## src/rtl/shadow_pkg.sv

```systemverilog
package shadow_pkg;
  localparam int OFF_W = 3;

  typedef enum logic [OFF_W-1:0] {
    OFF_CTRL      = 3'd0,
    OFF_START     = 3'd1,
    OFF_END       = 3'd2,
    OFF_POS       = 3'd3,
    OFF_ACT_START = 3'd4
  } win_off_e;

  localparam int CHAN_LSB = 8;
endpackage

```

## src/rtl/shadow_ctrl_reg.sv

```systemverilog
module shadow_ctrl_reg #(
  parameter int NUM_WIN = 5
) (
  input  logic               clk_i,
  input  logic               rst_ni,
  input  logic               wr_en_i,
  input  logic [NUM_WIN-1:0] prot_d_i,
  input  logic [NUM_WIN-1:0] chan_d_i,
  output logic [NUM_WIN-1:0] prot_o,
  output logic [NUM_WIN-1:0] chan_o
);
  always_ff @(posedge clk_i or negedge rst_ni) begin
    if (!rst_ni) begin
      prot_o <= '0;
      chan_o <= '0;
    end else if (wr_en_i) begin
      prot_o <= prot_d_i;
      chan_o <= chan_d_i;
    end
  end

  // control word changes only through its own write
  assert_ctrl_write_only_R10: assert property (@(posedge clk_i) disable iff (!rst_ni)
    !wr_en_i |=> ($stable(prot_o) && $stable(chan_o)));
endmodule

```

## src/rtl/shadow_window.sv

```systemverilog
module shadow_window
  import shadow_pkg::*;
#(
  parameter int DW = 32
) (
  input  logic             clk_i,
  input  logic             rst_ni,
  input  logic             vsync_i,
  input  logic             prot_i,
  input  logic             chan_i,
  input  logic             wr_en_i,
  input  logic [OFF_W-1:0] wr_off_i,
  input  logic [DW-1:0]    wr_data_i,
  output logic             stg_en_o,
  output logic [DW-1:0]    stg_start_o,
  output logic [DW-1:0]    stg_end_o,
  output logic [DW-1:0]    stg_pos_o,
  output logic             act_on_o,
  output logic [DW-1:0]    act_start_o,
  output logic [DW-1:0]    act_end_o,
  output logic [DW-1:0]    act_pos_o
);
  logic act_en_q, act_chan_q;
  logic xfer;

  assign xfer = vsync_i && !prot_i;

  always_ff @(posedge clk_i or negedge rst_ni) begin
    if (!rst_ni) begin
      stg_en_o    <= 1'b0;
      stg_start_o <= '0;
      stg_end_o   <= '0;
      stg_pos_o   <= '0;
    end else if (wr_en_i) begin
      case (win_off_e'(wr_off_i))
        OFF_CTRL:  stg_en_o    <= wr_data_i[0];
        OFF_START: stg_start_o <= wr_data_i;
        OFF_END:   stg_end_o   <= wr_data_i;
        OFF_POS:   stg_pos_o   <= wr_data_i;
        default: ;  // read-only / unmapped
      endcase
    end
  end

  always_ff @(posedge clk_i or negedge rst_ni) begin
    if (!rst_ni) begin
      act_en_q    <= 1'b0;
      act_chan_q  <= 1'b0;
      act_start_o <= '0;
      act_end_o   <= '0;
      act_pos_o   <= '0;
    end else if (xfer) begin
      act_en_q    <= stg_en_o;
      act_chan_q  <= chan_i;
      act_start_o <= stg_start_o;
      act_end_o   <= stg_end_o;
      act_pos_o   <= stg_pos_o;
    end
  end

  assign act_on_o = act_en_q & act_chan_q;

  assert_copy_on_vsync_R3: assert property (@(posedge clk_i) disable iff (!rst_ni)
    (vsync_i && !prot_i) |=> (act_start_o == $past(stg_start_o) &&
                               act_end_o == $past(stg_end_o) &&
                               act_pos_o == $past(stg_pos_o) &&
                               act_on_o == ($past(stg_en_o) && $past(chan_i))));

  assert_hold_when_protected_R4: assert property (@(posedge clk_i) disable iff (!rst_ni)
    (vsync_i && prot_i) |=> ($stable(act_start_o) && $stable(act_end_o) &&
                             $stable(act_pos_o) && $stable(act_on_o)));

  assert_quiet_between_frames_R2: assert property (@(posedge clk_i) disable iff (!rst_ni)
    !vsync_i |=> ($stable(act_start_o) && $stable(act_end_o) &&
                  $stable(act_pos_o) && $stable(act_on_o)));
endmodule

```

## src/rtl/shadow_read_mux.sv

```systemverilog
module shadow_read_mux
  import shadow_pkg::*;
#(
  parameter int NUM_WIN = 5,
  parameter int DW      = 32,
  parameter int WIN_AW  = 3
) (
  input  logic [WIN_AW+OFF_W-1:0] rd_addr_i,
  input  logic [NUM_WIN-1:0]      stg_en_i,
  input  logic [NUM_WIN*DW-1:0]   stg_start_i,
  input  logic [NUM_WIN*DW-1:0]   stg_end_i,
  input  logic [NUM_WIN*DW-1:0]   stg_pos_i,
  input  logic [NUM_WIN*DW-1:0]   act_start_i,
  input  logic [NUM_WIN-1:0]      prot_i,
  input  logic [NUM_WIN-1:0]      chan_i,
  output logic [DW-1:0]           rd_data_o
);
  localparam logic [WIN_AW-1:0] CTRL_WIN = '1;

  logic [WIN_AW-1:0] rd_win;
  logic [OFF_W-1:0]  rd_off;

  assign rd_win = rd_addr_i[OFF_W +: WIN_AW];
  assign rd_off = rd_addr_i[OFF_W-1:0];

  always_comb begin
    rd_data_o = '0;
    if (rd_win == CTRL_WIN && rd_off == '0) begin
      rd_data_o[NUM_WIN-1:0]                = prot_i;
      rd_data_o[CHAN_LSB +: NUM_WIN]        = chan_i;
    end
    for (int w = 0; w < NUM_WIN; w++) begin
      if (rd_win == WIN_AW'(w)) begin
        case (win_off_e'(rd_off))
          OFF_CTRL:      rd_data_o = DW'(stg_en_i[w]);
          OFF_START:     rd_data_o = stg_start_i[w*DW +: DW];
          OFF_END:       rd_data_o = stg_end_i[w*DW +: DW];
          OFF_POS:       rd_data_o = stg_pos_i[w*DW +: DW];
          OFF_ACT_START: rd_data_o = act_start_i[w*DW +: DW];
          default:       rd_data_o = '0;
        endcase
      end
    end
  end
endmodule

```

## src/rtl/win_shadow_bank.sv

```systemverilog
module win_shadow_bank
  import shadow_pkg::*;
#(
  parameter int NUM_WIN = 5,
  parameter int DW      = 32,
  localparam int WIN_AW = $clog2(NUM_WIN + 1),
  localparam int AW     = WIN_AW + OFF_W
) (
  input  logic               clk_i,
  input  logic               rst_ni,
  input  logic               vsync_i,
  input  logic               wr_en_i,
  input  logic [AW-1:0]      wr_addr_i,
  input  logic [DW-1:0]      wr_data_i,
  input  logic [AW-1:0]      rd_addr_i,
  output logic [DW-1:0]      rd_data_o,
  output logic [NUM_WIN-1:0] act_on_o,
  output logic [NUM_WIN*DW-1:0] act_start_o,
  output logic [NUM_WIN*DW-1:0] act_end_o,
  output logic [NUM_WIN*DW-1:0] act_pos_o
);
  localparam logic [WIN_AW-1:0] CTRL_WIN = '1;

  logic [WIN_AW-1:0] wr_win;
  logic [OFF_W-1:0]  wr_off;
  logic              ctrl_we;
  logic [NUM_WIN-1:0] prot, chan, stg_en;
  logic [NUM_WIN*DW-1:0] stg_start, stg_end, stg_pos;

  assign wr_win  = wr_addr_i[OFF_W +: WIN_AW];
  assign wr_off  = wr_addr_i[OFF_W-1:0];
  assign ctrl_we = wr_en_i && wr_win == CTRL_WIN && wr_off == '0;

  shadow_ctrl_reg #(.NUM_WIN(NUM_WIN)) u_ctrl (
    .clk_i    (clk_i),
    .rst_ni   (rst_ni),
    .wr_en_i  (ctrl_we),
    .prot_d_i (wr_data_i[NUM_WIN-1:0]),
    .chan_d_i (wr_data_i[CHAN_LSB +: NUM_WIN]),
    .prot_o   (prot),
    .chan_o   (chan)
  );

  for (genvar w = 0; w < NUM_WIN; w++) begin : g_win
    logic win_we;
    assign win_we = wr_en_i && wr_win == WIN_AW'(w);

    shadow_window #(.DW(DW)) u_win (
      .clk_i       (clk_i),
      .rst_ni      (rst_ni),
      .vsync_i     (vsync_i),
      .prot_i      (prot[w]),
      .chan_i      (chan[w]),
      .wr_en_i     (win_we),
      .wr_off_i    (wr_off),
      .wr_data_i   (wr_data_i),
      .stg_en_o    (stg_en[w]),
      .stg_start_o (stg_start[w*DW +: DW]),
      .stg_end_o   (stg_end[w*DW +: DW]),
      .stg_pos_o   (stg_pos[w*DW +: DW]),
      .act_on_o    (act_on_o[w]),
      .act_start_o (act_start_o[w*DW +: DW]),
      .act_end_o   (act_end_o[w*DW +: DW]),
      .act_pos_o   (act_pos_o[w*DW +: DW])
    );
  end

  shadow_read_mux #(.NUM_WIN(NUM_WIN), .DW(DW), .WIN_AW(WIN_AW)) u_rd (
    .rd_addr_i   (rd_addr_i),
    .stg_en_i    (stg_en),
    .stg_start_i (stg_start),
    .stg_end_i   (stg_end),
    .stg_pos_i   (stg_pos),
    .act_start_i (act_start_o),
    .prot_i      (prot),
    .chan_i      (chan),
    .rd_data_o   (rd_data_o)
  );

  // with nothing protected, every window's active start equals its staged start after a pulse
  assert_all_windows_together_R6: assert property (@(posedge clk_i) disable iff (!rst_ni)
    (vsync_i && prot == '0) |=> (act_start_o == $past(stg_start)));

  // a vsync pulse alone never disturbs the control word
  assert_ctrl_vsync_immune_R10: assert property (@(posedge clk_i) disable iff (!rst_ni)
    (vsync_i && !ctrl_we) |=> ($stable(prot) && $stable(chan)));
endmodule

```

## config.mk

```make
export PLATFORM = sky130hd
export DESIGN_NAME = win_shadow_bank
export DESIGN_NICKNAME = d
export VERILOG_FILES = /design/src/rtl/shadow_pkg.sv /design/src/rtl/shadow_ctrl_reg.sv /design/src/rtl/shadow_window.sv /design/src/rtl/shadow_read_mux.sv /design/src/rtl/win_shadow_bank.sv
export SDC_FILE = /design/constraint.sdc
export NUM_CORES = 1
export LEC_CHECK = 0
export BUFFER_PORTS_ARGS = -buffer_cell sky130_fd_sc_hd__buf_4
export CORE_UTILIZATION = 60
export CTS_CLUSTER_DIAMETER = 120
export CTS_CLUSTER_SIZE = 25
export DETAILED_ROUTE_END_ITERATION = 8
export PLACE_DENSITY = 0.8
export SYNTH_ARGS = -nofsm -noshare
export SYNTH_HDL_FRONTEND = slang
export SYNTH_HIERARCHICAL = 1
export SYNTH_SLANG_ARGS = --single-unit
export TNS_END_PERCENT = 100
```

## constraint.sdc

```tcl
create_clock -name clk_i -period 3.6 [get_ports clk_i]
set_input_delay 0.72 -clock clk_i [delete_from_list [all_inputs] [get_ports clk_i]]
set_output_delay 0.72 -clock clk_i [all_outputs]
set_load 0.02 [all_outputs]
```

Word-level counts from Yosys, hierarchy flattened
Cells that the tools add are included.
Widths: inputs -> output; s select.

storage, ports and cells
  bits in registers = 985
  input bits = 48
  output and inout bits = 517

operators by class
  equal/unequal tests = 17
  muxes and demuxes = 12
  bitwise logic cells = 5
  reduce and logical (&&, ||, !) cells = 42

operators with widths
  cell                number
  $pmux 32 s5         5
  $mux 32             5
  $reduce_and 2->1    20
  $eq 3x2->1 const B  8
  $eq 3x3->1 const B  5
  $logic_and 1x1->1   13
  $eq 3x1->1 const B  4
  $logic_not 3->1     4
  $mux 5              2
  $and 1x1->1         5
  $logic_not 1->1     5

Longest topological paths before layout
Gate-level depths: netlist of run 1.

  word-level depth = 8
  gate-level depth with buffers = 9
  depth with buffers taken out = 5

Modules after synthesis
Netlist of run 1, hierarchy kept.

modules (own cells, without submodules)
  module           instances  cells an instance  area each (µm²)
  shadow_window    5          418                7674.9
  shadow_read_mux  1          801                5964.5
  shadow_ctrl_reg  1          21                 411.6
  win_shadow_bank  1          10                 58.8

Worst setup path after synthesis of run 1
No wires, ideal clock.

  path type = input-to-output
  from = input port rd_addr_i[4]
  to = output port rd_data_o[30]
  data arrival time = 2.122 ns
  path slack = 0.758 ns
  stages on the path = 6
  path through = buf_4 or3b_1 clkbuf_1 clkbuf_1 a211oi_1 o41ai_2

between the ends
  cells in the longest elaborated chain, start to end = 6
  elaborated cells on any way between the ends = 10
  those cells by class = eq/ne (4); mux (5); reduce/logical (1)

ends and longest elaborated chain
  element                line                   RTL
  from (decl)            win_shadow_bank.sv:15  input logic [AW-1:0] rd_addr_i,
  $logic_not 3->1        shadow_read_mux.sv:33  if (rd_win == WIN_AW'(w)) begin
  $mux 32 (4 in series)  shadow_read_mux.sv:33
  $mux 32 (*)            shadow_read_mux.sv:33
  to (decl)              win_shadow_bank.sv:16  output logic [DW-1:0] rd_data_o,

Every way passes the cells marked *; elsewhere a longest branch is shown, timed or not.

Worst setup path after layout of run 1
  from = input port rd_addr_i[1]
  to = output port rd_data_o[7]

between the ends
  cells in the longest elaborated chain, start to end = 7
  elaborated cells on any way between the ends = 15
  those cells by class = eq/ne (4); mux (10); reduce/logical (1)

ends and longest elaborated chain
  element                                   line                   RTL
  $eq 3x3->1, or another cell as far along  shadow_read_mux.sv:34  case (win_off_e'(rd_off))
  $pmux 32 s5                               shadow_read_mux.sv:34
  $mux 32 (4 in series)                     shadow_read_mux.sv:33
  $mux 32 (*)                               shadow_read_mux.sv:33

Marks and branches as above.

==> run_summary.xml, run 1 <==
<?xml version="1.0" encoding="UTF-8"?>
<metrics>
  <group name="run_status">
    <metric name="run_status" unit="">completed</metric>
  </group>
  <group name="clocking">
    <metric name="clkLatencyLatePin" unit="ns">0.63</metric>
    <metric name="maximum_buffer_depth_of_the_clock_tree" unit="">3</metric>
    <metric name="clock_tree_from_tritoncts" unit="">built</metric>
    <metric name="clock_tree.root_cell" unit="">sky130_fd_sc_hd__clkbuf_16</metric>
    <metric name="postCtsResizedCells" unit="">0</metric>
    <metric name="hold_buffers" unit="">0</metric>
    <metric name="post-cts-setup-buffers" unit="">0</metric>
    <metric name="clock_tree.htree_level_count" unit="">2</metric>
    <metric name="clock_transition_at_the_registers_of_the_reported_paths" unit="ns">0.09</metric>
    <metric name="cts.sinks" unit="">985</metric>
    <metric name="cts_inserted_buffers" unit="">45</metric>
  </group>
  <group name="sta">
    <metric name="timing.setup.tns" unit="ns">0</metric>
    <metric name="slew_violations" unit="">0</metric>
    <metric name="min_period" unit="ns">3.580</metric>
    <metric name="fin_worst_skew" unit="ns">0.02061</metric>
    <metric name="tightest_slew" unit="ns">0.8196</metric>
    <metric name="max_slew_margin" unit="">0.4536</metric>
    <metric name="grt_setup_unrepaired" unit="">no</metric>
    <metric name="final-hold-violation-count" unit="">0</metric>
    <metric name="maxClockFrequency" unit="GHz">0.2793</metric>
    <metric name="final.period_utilization" unit="">0.9944</metric>
    <metric name="final_setup_violations" unit="">0</metric>
  </group>
  <group name="die">
    <metric name="die_w" unit="microns">275.3</metric>
    <metric name="floorplan.initialDensity" unit="">0.6100</metric>
    <metric name="die-height" unit="microns">275.3</metric>
    <metric name="design.die.area" unit="sq um">75780</metric>
    <metric name="design.core.area" unit="sq um">73450</metric>
    <metric name="rows" unit="">99</metric>
    <metric name="top_level_ports" unit="">565</metric>
  </group>
  <group name="pwr">
    <metric name="sequentialPowerShare" unit="">0.523</metric>
    <metric name="netSwitchingPower" unit="mW">8.914</metric>
    <metric name="clock_power_share" unit="">0.208</metric>
    <metric name="vdd.ir_drop.worst" unit="mV">0.4254</metric>
    <metric name="internal_power" unit="mW">18.74</metric>
    <metric name="power_frac_comb" unit="">0.269</metric>
    <metric name="sw_frac_of_total" unit="">0.3224</metric>
    <metric name="power_leakage" unit="nW">25.21</metric>
    <metric name="power.total" unit="mW">27.65</metric>
    <metric name="cellPowerDensity" unit="nW/um^2">538.5</metric>
  </group>
  <group name="global_route">
    <metric name="antenna_found_initial" unit="">4</metric>
    <metric name="grt_first_pass_wirelength" unit="microns">201100</metric>
    <metric name="overflow" unit="">0</metric>
    <metric name="grt_max_degree" unit="">98</metric>
    <metric name="groute.usage.overall" unit="">0.3596</metric>
    <metric name="first_global_vias" unit="">29454</metric>
  </group>
  <group name="synth">
    <metric name="yosysUniqueCellTypes" unit="">46</metric>
    <metric name="synthesis.instances" unit="">2922</metric>
    <metric name="ys_seq_area_frac" unit="">0.5501</metric>
    <metric name="netlist.top_cell.by_area" unit="">sky130_fd_sc_hd__dfrtp_1</metric>
    <metric name="ys_dominant_reg_cell" unit="">sky130_fd_sc_hd__dfrtp_1</metric>
    <metric name="yosysMostFrequentCell" unit="">sky130_fd_sc_hd__dfrtp_1</metric>
    <metric name="postSynthAreaPerCell" unit="sq um">15.34</metric>
    <metric name="synth.top_cell.area_share" unit="">0.5501</metric>
    <metric name="synthesis.yosys.warnings" unit="">6</metric>
    <metric name="ys_top_cells_by_count" unit="">985 x sky130_fd_sc_hd__dfrtp_1, 583 x sky130_fd_sc_hd__mux2_2, 410 x sky130_fd_sc_hd__mux2_4</metric>
    <metric name="postSynthNetCount" unit="">2970</metric>
    <metric name="largest_cells_by_area_after_synthesis" unit="">sky130_fd_sc_hd__dfrtp_1 55%, sky130_fd_sc_hd__mux2_2 15%, sky130_fd_sc_hd__mux2_4 14%</metric>
    <metric name="postSynth.asyncResetShare" unit="">1.000</metric>
    <metric name="yosys_register_bits" unit="">985</metric>
    <metric name="synth.cell_area" unit="sq um">44810</metric>
    <metric name="synth_enable_flop_cells" unit="">0</metric>
  </group>
  <group name="critical_path">
    <metric name="crit_path_max_fanout" unit="">37</metric>
    <metric name="r2r_setup_slack" unit="ns">1.69</metric>
    <metric name="worstSetupEndpointType" unit="">primary output</metric>
    <metric name="worst-endpoint-arrival" unit="ns">2.86</metric>
    <metric name="critical_path_launch_point_type" unit="">input pin</metric>
    <metric name="critical_path.reg2reg.startpoint" unit="">u_ctrl/prot_o[1]</metric>
    <metric name="worst-endpoint-required" unit="ns">2.88</metric>
    <metric name="worst_r2r_path_depth" unit="">3</metric>
    <metric name="timing.rr.end" unit="">g_win[1].u_win/act_end_o[8]</metric>
    <metric name="timing_worst_setup_path_type" unit="">input pin to primary output</metric>
  </group>
  <group name="hold_path">
    <metric name="worstHoldPathType" unit="">input pin to async pin</metric>
  </group>
  <group name="drt">
    <metric name="avgRoutedWirePerCell" unit="microns">31.01</metric>
    <metric name="antenna_left" unit="">0</metric>
    <metric name="drt-total-wl" unit="microns">136800</metric>
    <metric name="number_of_optimization_iterations_in_the_first_detailed_route_pass" unit="">6</metric>
    <metric name="route.vias.total" unit="">28923</metric>
    <metric name="drc_errors" unit="">0</metric>
    <metric name="drt_iter0_markers" unit="">2989</metric>
    <metric name="drt-vias-per-instance" unit="">6.556</metric>
  </group>
  <group name="finish">
    <metric name="num-fill-cells" unit="">4978</metric>
    <metric name="nets" unit="">3497</metric>
    <metric name="layout_cells_sized_above_1" unit="">0.5225</metric>
    <metric name="layout-area-overhead-vs-synth" unit="%">14.59</metric>
  </group>
  <group name="run">
    <metric name="cap_viol_max_count" unit="">0</metric>
  </group>
  <group name="placement">
    <metric name="globalplace.congestion" unit="">0.9096</metric>
    <metric name="detailedPlacementHpwl" unit="microns">96900</metric>
    <metric name="numPortBuffers" unit="">564</metric>
  </group>
</metrics>
==> cells in the final DEF, fill, tap and decap left out, types with 3 or more instances in the layout <==
| master | count |
|---|---|
| sky130_fd_sc_hd__o22ai_1 | 55 |
| sky130_fd_sc_hd__o21ai_1 | 10 |
| sky130_fd_sc_hd__dfrtp_1 | 985 |
| sky130_fd_sc_hd__o21ai_0 | 15 |
| sky130_fd_sc_hd__nor3b_1 | 5 |
| sky130_fd_sc_hd__nand3_1 | 11 |
| sky130_fd_sc_hd__mux2_4 | 410 |
| sky130_fd_sc_hd__a211o_1 | 14 |
| sky130_fd_sc_hd__o221ai_1 | 22 |
| sky130_fd_sc_hd__mux2i_1 | 123 |
| sky130_fd_sc_hd__and2_1 | 5 |
| sky130_fd_sc_hd__nand4b_2 | 5 |
| sky130_fd_sc_hd__mux2_1 | 18 |
| sky130_fd_sc_hd__and4bb_2 | 10 |
| sky130_fd_sc_hd__nand2b_4 | 6 |
| sky130_fd_sc_hd__nor4b_1 | 5 |
| sky130_fd_sc_hd__nor3_2 | 3 |
| sky130_fd_sc_hd__nand2_1 | 42 |
| sky130_fd_sc_hd__buf_4 | 653 |
| sky130_fd_sc_hd__a21oi_2 | 3 |
| sky130_fd_sc_hd__a211oi_1 | 82 |
| sky130_fd_sc_hd__o41ai_2 | 21 |
| sky130_fd_sc_hd__a21oi_1 | 78 |
| sky130_fd_sc_hd__a221oi_1 | 10 |
| sky130_fd_sc_hd__a222oi_1 | 3 |
| sky130_fd_sc_hd__clkbuf_16 | 45 |
| sky130_fd_sc_hd__a22oi_1 | 137 |
| sky130_fd_sc_hd__nor2b_1 | 3 |
| sky130_fd_sc_hd__mux2_2 | 583 |
| sky130_fd_sc_hd__buf_12 | 48 |
| sky130_fd_sc_hd__o21a_1 | 12 |
==> sequential cells by signal (all words and copies together), names as in the netlist <==
register	count
u_ctrl/prot_o	5
g_win.u_win/act_end_o	160
g_win.u_win/stg_start_o	160
g_win.u_win/stg_end_o	160
g_win.u_win/act_start_o	160
g_win.u_win/act_en_q	5
g_win.u_win/stg_en_o	5
g_win.u_win/stg_pos_o	160
g_win.u_win/act_pos_o	160
u_ctrl/chan_o	5
g_win.u_win/act_chan_q	5
==> stage by stage <==
| step | area (sq um) | hold slack, ns | instances | utilization | setup slack [ns] |
|---|---|---|---|---|---|
| 3_5_place_dp | 50160 | 0.4871 | 4361 | 0.6828 | 0.05532 |
| 6_report | 51350 | 0.1250 | 4412 | 0.6990 | 0.02022 |
| 2_1_floorplan | 44810 | 0.4244 | 2922 | - | 0.7575 |
| 5_1_grt | 51340 | 0.1556 | 4410 | 0.6990 | 0.01203 |
| 4_1_cts | 51320 | 0.1433 | 4410 | 0.6987 | 0.03699 |
| 3_3_place_gp | 50160 | 0.4805 | 4361 | 0.6828 | 0.07079 |
==> power by group through the flow <==
stage / Sequential [mW] / Clock (mW) / Combinational (mW)
finish: 14.5 / 5.75 / 7.43
global route: 14.6 / 6.22 / 7.77
CTS: 14.4 / 5.86 / 7.42
detailed placement: 14.6 / 0 / 7.40
global placement: 14.5 / 0 / 7.23
floorplan: 15.3 / 0 / 3.06
==> how the worst max path moves through the flow <==
stage / start / end / slack, ns / cells past startpoint
detailed placement: rd_addr_i[0] / rd_data_o[17] / 0.06 / 8
finish: rd_addr_i[1] / rd_data_o[7] / 0.02 / 6
global route: rd_addr_i[0] / rd_data_o[6] / 0.01 / 8
global placement: rd_addr_i[0] / rd_data_o[21] / 0.07 / 10
floorplan: rd_addr_i[4] / rd_data_o[30] / 0.76 / 6
CTS: rd_addr_i[0] / rd_data_o[30] / 0.04 / 8
==> critical path: stages <==
cell	delay (ns)
sky130_fd_sc_hd__clkbuf_8	0.21
sky130_fd_sc_hd__nor3b_2	0.34
sky130_fd_sc_hd__buf_4	0.50
sky130_fd_sc_hd__a211oi_1	0.17
sky130_fd_sc_hd__o41ai_2	0.62
sky130_fd_sc_hd__buf_4	0.25
==> cell type report <==
class,instances,area [sq um],share of cell area
Tap cell,959,1200,0.02337
Antenna cell,2,5.005,0.00009747
Sequential cell,985,24650,0.4800
Clock inverter,4,38.79,0.0007554
Multi-Input combinational cell,1713,18420,0.3588
Clock buffer,45,1126,0.02193
Timing Repair Buffer,704,5907,0.1150
==> logic make-up after synthesis <==
group,share of synthesized area
AOI/OAI and AO/OA,0.07606
and+or+nand+nor,0.01698
buffers and inverters,0.04099
muxes,0.3159
DFF,0.5501
==> metal layers <==
metal | up-vias | wire [microns] | global-route usage
li1 | 11861 | - | -
met1 | 15325 | 57030 | 0.5206
met2 | 1488 | 61340 | 0.5361
met3 | 241 | 13050 | 0.08099
met4 | 8 | 5361 | 0.1269
met5 | - | 51 | 0
Power figures use the tool's default switching activity.
==> run 2, diff against run 1 <==
CORE_UTILIZATION = 55   (was 60)
PLACE_DENSITY = 0.74   (was 0.8)
==> run_summary.xml, run 2 (synthesis gave the netlist of run 1 again) <==
<?xml version="1.0" encoding="UTF-8"?>
<metrics>
  <group name="sta">
    <metric name="final.period_utilization" unit="">1.008</metric>
    <metric name="tightest_slew" unit="ns">0.7914</metric>
    <metric name="max_slew_margin" unit="">0.4713</metric>
    <metric name="maxClockFrequency" unit="GHz">0.2756</metric>
    <metric name="grt_setup_unrepaired" unit="">no</metric>
    <metric name="final-hold-violation-count" unit="">0</metric>
    <metric name="final_setup_violations" unit="">1</metric>
    <metric name="min_period" unit="ns">3.629</metric>
    <metric name="fin_worst_skew" unit="ns">0.02757</metric>
    <metric name="setup_slack" unit="ns">-0.02851</metric>
    <metric name="slew_violations" unit="">0</metric>
  </group>
  <group name="clocking">
    <metric name="clock_tree_from_tritoncts" unit="">built</metric>
    <metric name="post-cts-setup-buffers" unit="">0</metric>
    <metric name="maximum_buffer_depth_of_the_clock_tree" unit="">3</metric>
    <metric name="cts.sinks" unit="">985</metric>
    <metric name="clock_tree.htree_level_count" unit="">2</metric>
    <metric name="cts_inserted_buffers" unit="">45</metric>
    <metric name="hold_buffers" unit="">0</metric>
    <metric name="clock_tree.root_cell" unit="">sky130_fd_sc_hd__clkbuf_16</metric>
    <metric name="postCtsResizedCells" unit="">0</metric>
    <metric name="clock_transition_at_the_registers_of_the_reported_paths" unit="ns">0.09</metric>
    <metric name="clkLatencyLatePin" unit="ns">0.64</metric>
  </group>
  <group name="placement">
    <metric name="pre_cts_ws" unit="ns">0.03475</metric>
    <metric name="detailedPlacementHpwl" unit="microns">97070</metric>
    <metric name="postPlaceCellArea" unit="sq um">50260</metric>
    <metric name="numPortBuffers" unit="">564</metric>
    <metric name="globalplace.congestion" unit="">0.9320</metric>
  </group>
  <group name="drt">
    <metric name="drc_errors" unit="">0</metric>
    <metric name="drt-vias-per-instance" unit="">6.351</metric>
    <metric name="number_of_optimization_iterations_in_the_first_detailed_route_pass" unit="">6</metric>
    <metric name="avgRoutedWirePerCell" unit="microns">30.42</metric>
    <metric name="drt_iter0_markers" unit="">2915</metric>
    <metric name="drt-total-wl" unit="microns">137300</metric>
    <metric name="route.vias.total" unit="">28662</metric>
    <metric name="antenna_left" unit="">0</metric>
  </group>
  <group name="finish">
    <metric name="finalInstanceArea" unit="sq um">51510</metric>
    <metric name="most_common_cell_after_layout_fill_and_taps_aside" unit="">sky130_fd_sc_hd__dfrtp_1</metric>
    <metric name="finalCoreUtilization" unit="">0.6395</metric>
    <metric name="nets" unit="">3497</metric>
    <metric name="layout_cells_sized_above_1" unit="">0.5222</metric>
    <metric name="layout-area-overhead-vs-synth" unit="%">14.96</metric>
    <metric name="most-common-layout-cells" unit="">985 x sky130_fd_sc_hd__dfrtp_1, 655 x sky130_fd_sc_hd__buf_4, 583 x sky130_fd_sc_hd__mux2_2</metric>
  </group>
  <group name="global_route">
    <metric name="grt_first_pass_wirelength" unit="microns">202900</metric>
    <metric name="groute.usage.overall" unit="">0.3300</metric>
    <metric name="grt_max_degree" unit="">101</metric>
    <metric name="overflow" unit="">0</metric>
    <metric name="antenna_found_initial" unit="">5</metric>
    <metric name="first_global_vias" unit="">29401</metric>
  </group>
  <group name="critical_path">
    <metric name="worst-endpoint-arrival" unit="ns">2.91</metric>
    <metric name="r2r_setup_slack" unit="ns">1.72</metric>
    <metric name="worst-endpoint-required" unit="ns">2.88</metric>
    <metric name="critical_path_launch_point_type" unit="">input pin</metric>
    <metric name="crit_path_max_fanout" unit="">17</metric>
    <metric name="worst_r2r_path_depth" unit="">3</metric>
    <metric name="timing.rr.end" unit="">g_win[0].u_win/act_pos_o[22]</metric>
    <metric name="worstSetupEndpointType" unit="">primary output</metric>
    <metric name="timing_worst_setup_path_type" unit="">input pin to primary output</metric>
    <metric name="critical_path.reg2reg.startpoint" unit="">u_ctrl/prot_o[0]</metric>
  </group>
  <group name="die">
    <metric name="design.core.area" unit="sq um">80550</metric>
    <metric name="rows" unit="">104</metric>
    <metric name="design.die.area" unit="sq um">82620</metric>
    <metric name="top_level_ports" unit="">565</metric>
    <metric name="die_w" unit="microns">287.4</metric>
    <metric name="floorplan.initialDensity" unit="">0.5563</metric>
    <metric name="die-height" unit="microns">287.4</metric>
  </group>
  <group name="run_status">
    <metric name="violations_in_the_final_reports" unit="">negative setup slack</metric>
    <metric name="run_status" unit="">complete, but fails checks</metric>
  </group>
  <group name="pwr">
    <metric name="vdd.ir_drop.worst" unit="mV">0.3821</metric>
    <metric name="cellPowerDensity" unit="nW/um^2">537.8</metric>
    <metric name="power_leakage" unit="nW">25.22</metric>
    <metric name="power.total" unit="mW">27.70</metric>
  </group>
  <group name="run">
    <metric name="cap_viol_max_count" unit="">0</metric>
  </group>
  <group name="hold_path">
    <metric name="worstHoldPathType" unit="">input pin to async pin</metric>
  </group>
</metrics>
## run 2: area by class of cell
cell class              count  area (sq um)
multi-input cells        1713         18450
clock inverters             2         25.02
diodes                      2         5.005
repair buffers            704          5882
well taps                1060          1326
clock buffers              47          1176
flip-flops and latches    985         24650
fillers                  5807         29030
## run 2: per-layer routing
metal	share of wire	wire length, microns	track usage	up-vias
met1	0.43	59250	0.4835	15246
li1	-	-	-	11848
met4	0.036	4989	0.1117	6
met5	0.00025	35	0	-
met2	0.45	61520	0.4892	1360
met3	0.084	11500	0.06810	202
## run 2: report_power, final
part	switching (mW)	leakage, nW	total (mW)	internal [mW]
Combinational	3.79	11.5	7.43	3.64
Clock	3.48	0.591	5.84	2.36
Sequential	1.61	13.1	14.4	12.8
Total	8.88	25.2	27.7	18.8
## run 2: how the worst max path moves through the flow
stage / from / endpoint / cells after the start
CTS: rd_addr_i[0] / rd_data_o[31] / 10
global route: rd_addr_i[0] / rd_data_o[13] / 10
detailed placement: rd_addr_i[0] / rd_data_o[31] / 10
floorplan: rd_addr_i[4] / rd_data_o[30] / 6
global placement: rd_addr_i[0] / rd_data_o[31] / 10
finish: rd_addr_i[0] / rd_data_o[5] / 9
## run 2: metrics by stage
| stage | hold WS (ns) | std cells | setup TNS, ns |
|---|---|---|---|
| after global placement | 0.4797 | 4462 | -0.002874 |
| after CTS | 0.07788 | 4511 | 0 |
| after detailed placement | 0.4859 | 4462 | 0 |
| final | 0.06066 | 4513 | -0.02851 |
| after floorplan | 0.4244 | 2922 | 0 |
| after global routing | 0.09375 | 4513 | 0 |
## run 2: critical path: stages
cell,delay (ns)
sky130_fd_sc_hd__buf_8,0.21
sky130_fd_sc_hd__buf_4,0.33
sky130_fd_sc_hd__mux2i_1,0.13
sky130_fd_sc_hd__a211oi_1,0.27
sky130_fd_sc_hd__a211o_1,0.15
sky130_fd_sc_hd__a21oi_1,0.07
sky130_fd_sc_hd__buf_4,0.18
sky130_fd_sc_hd__o41ai_2,0.56
sky130_fd_sc_hd__buf_4,0.25
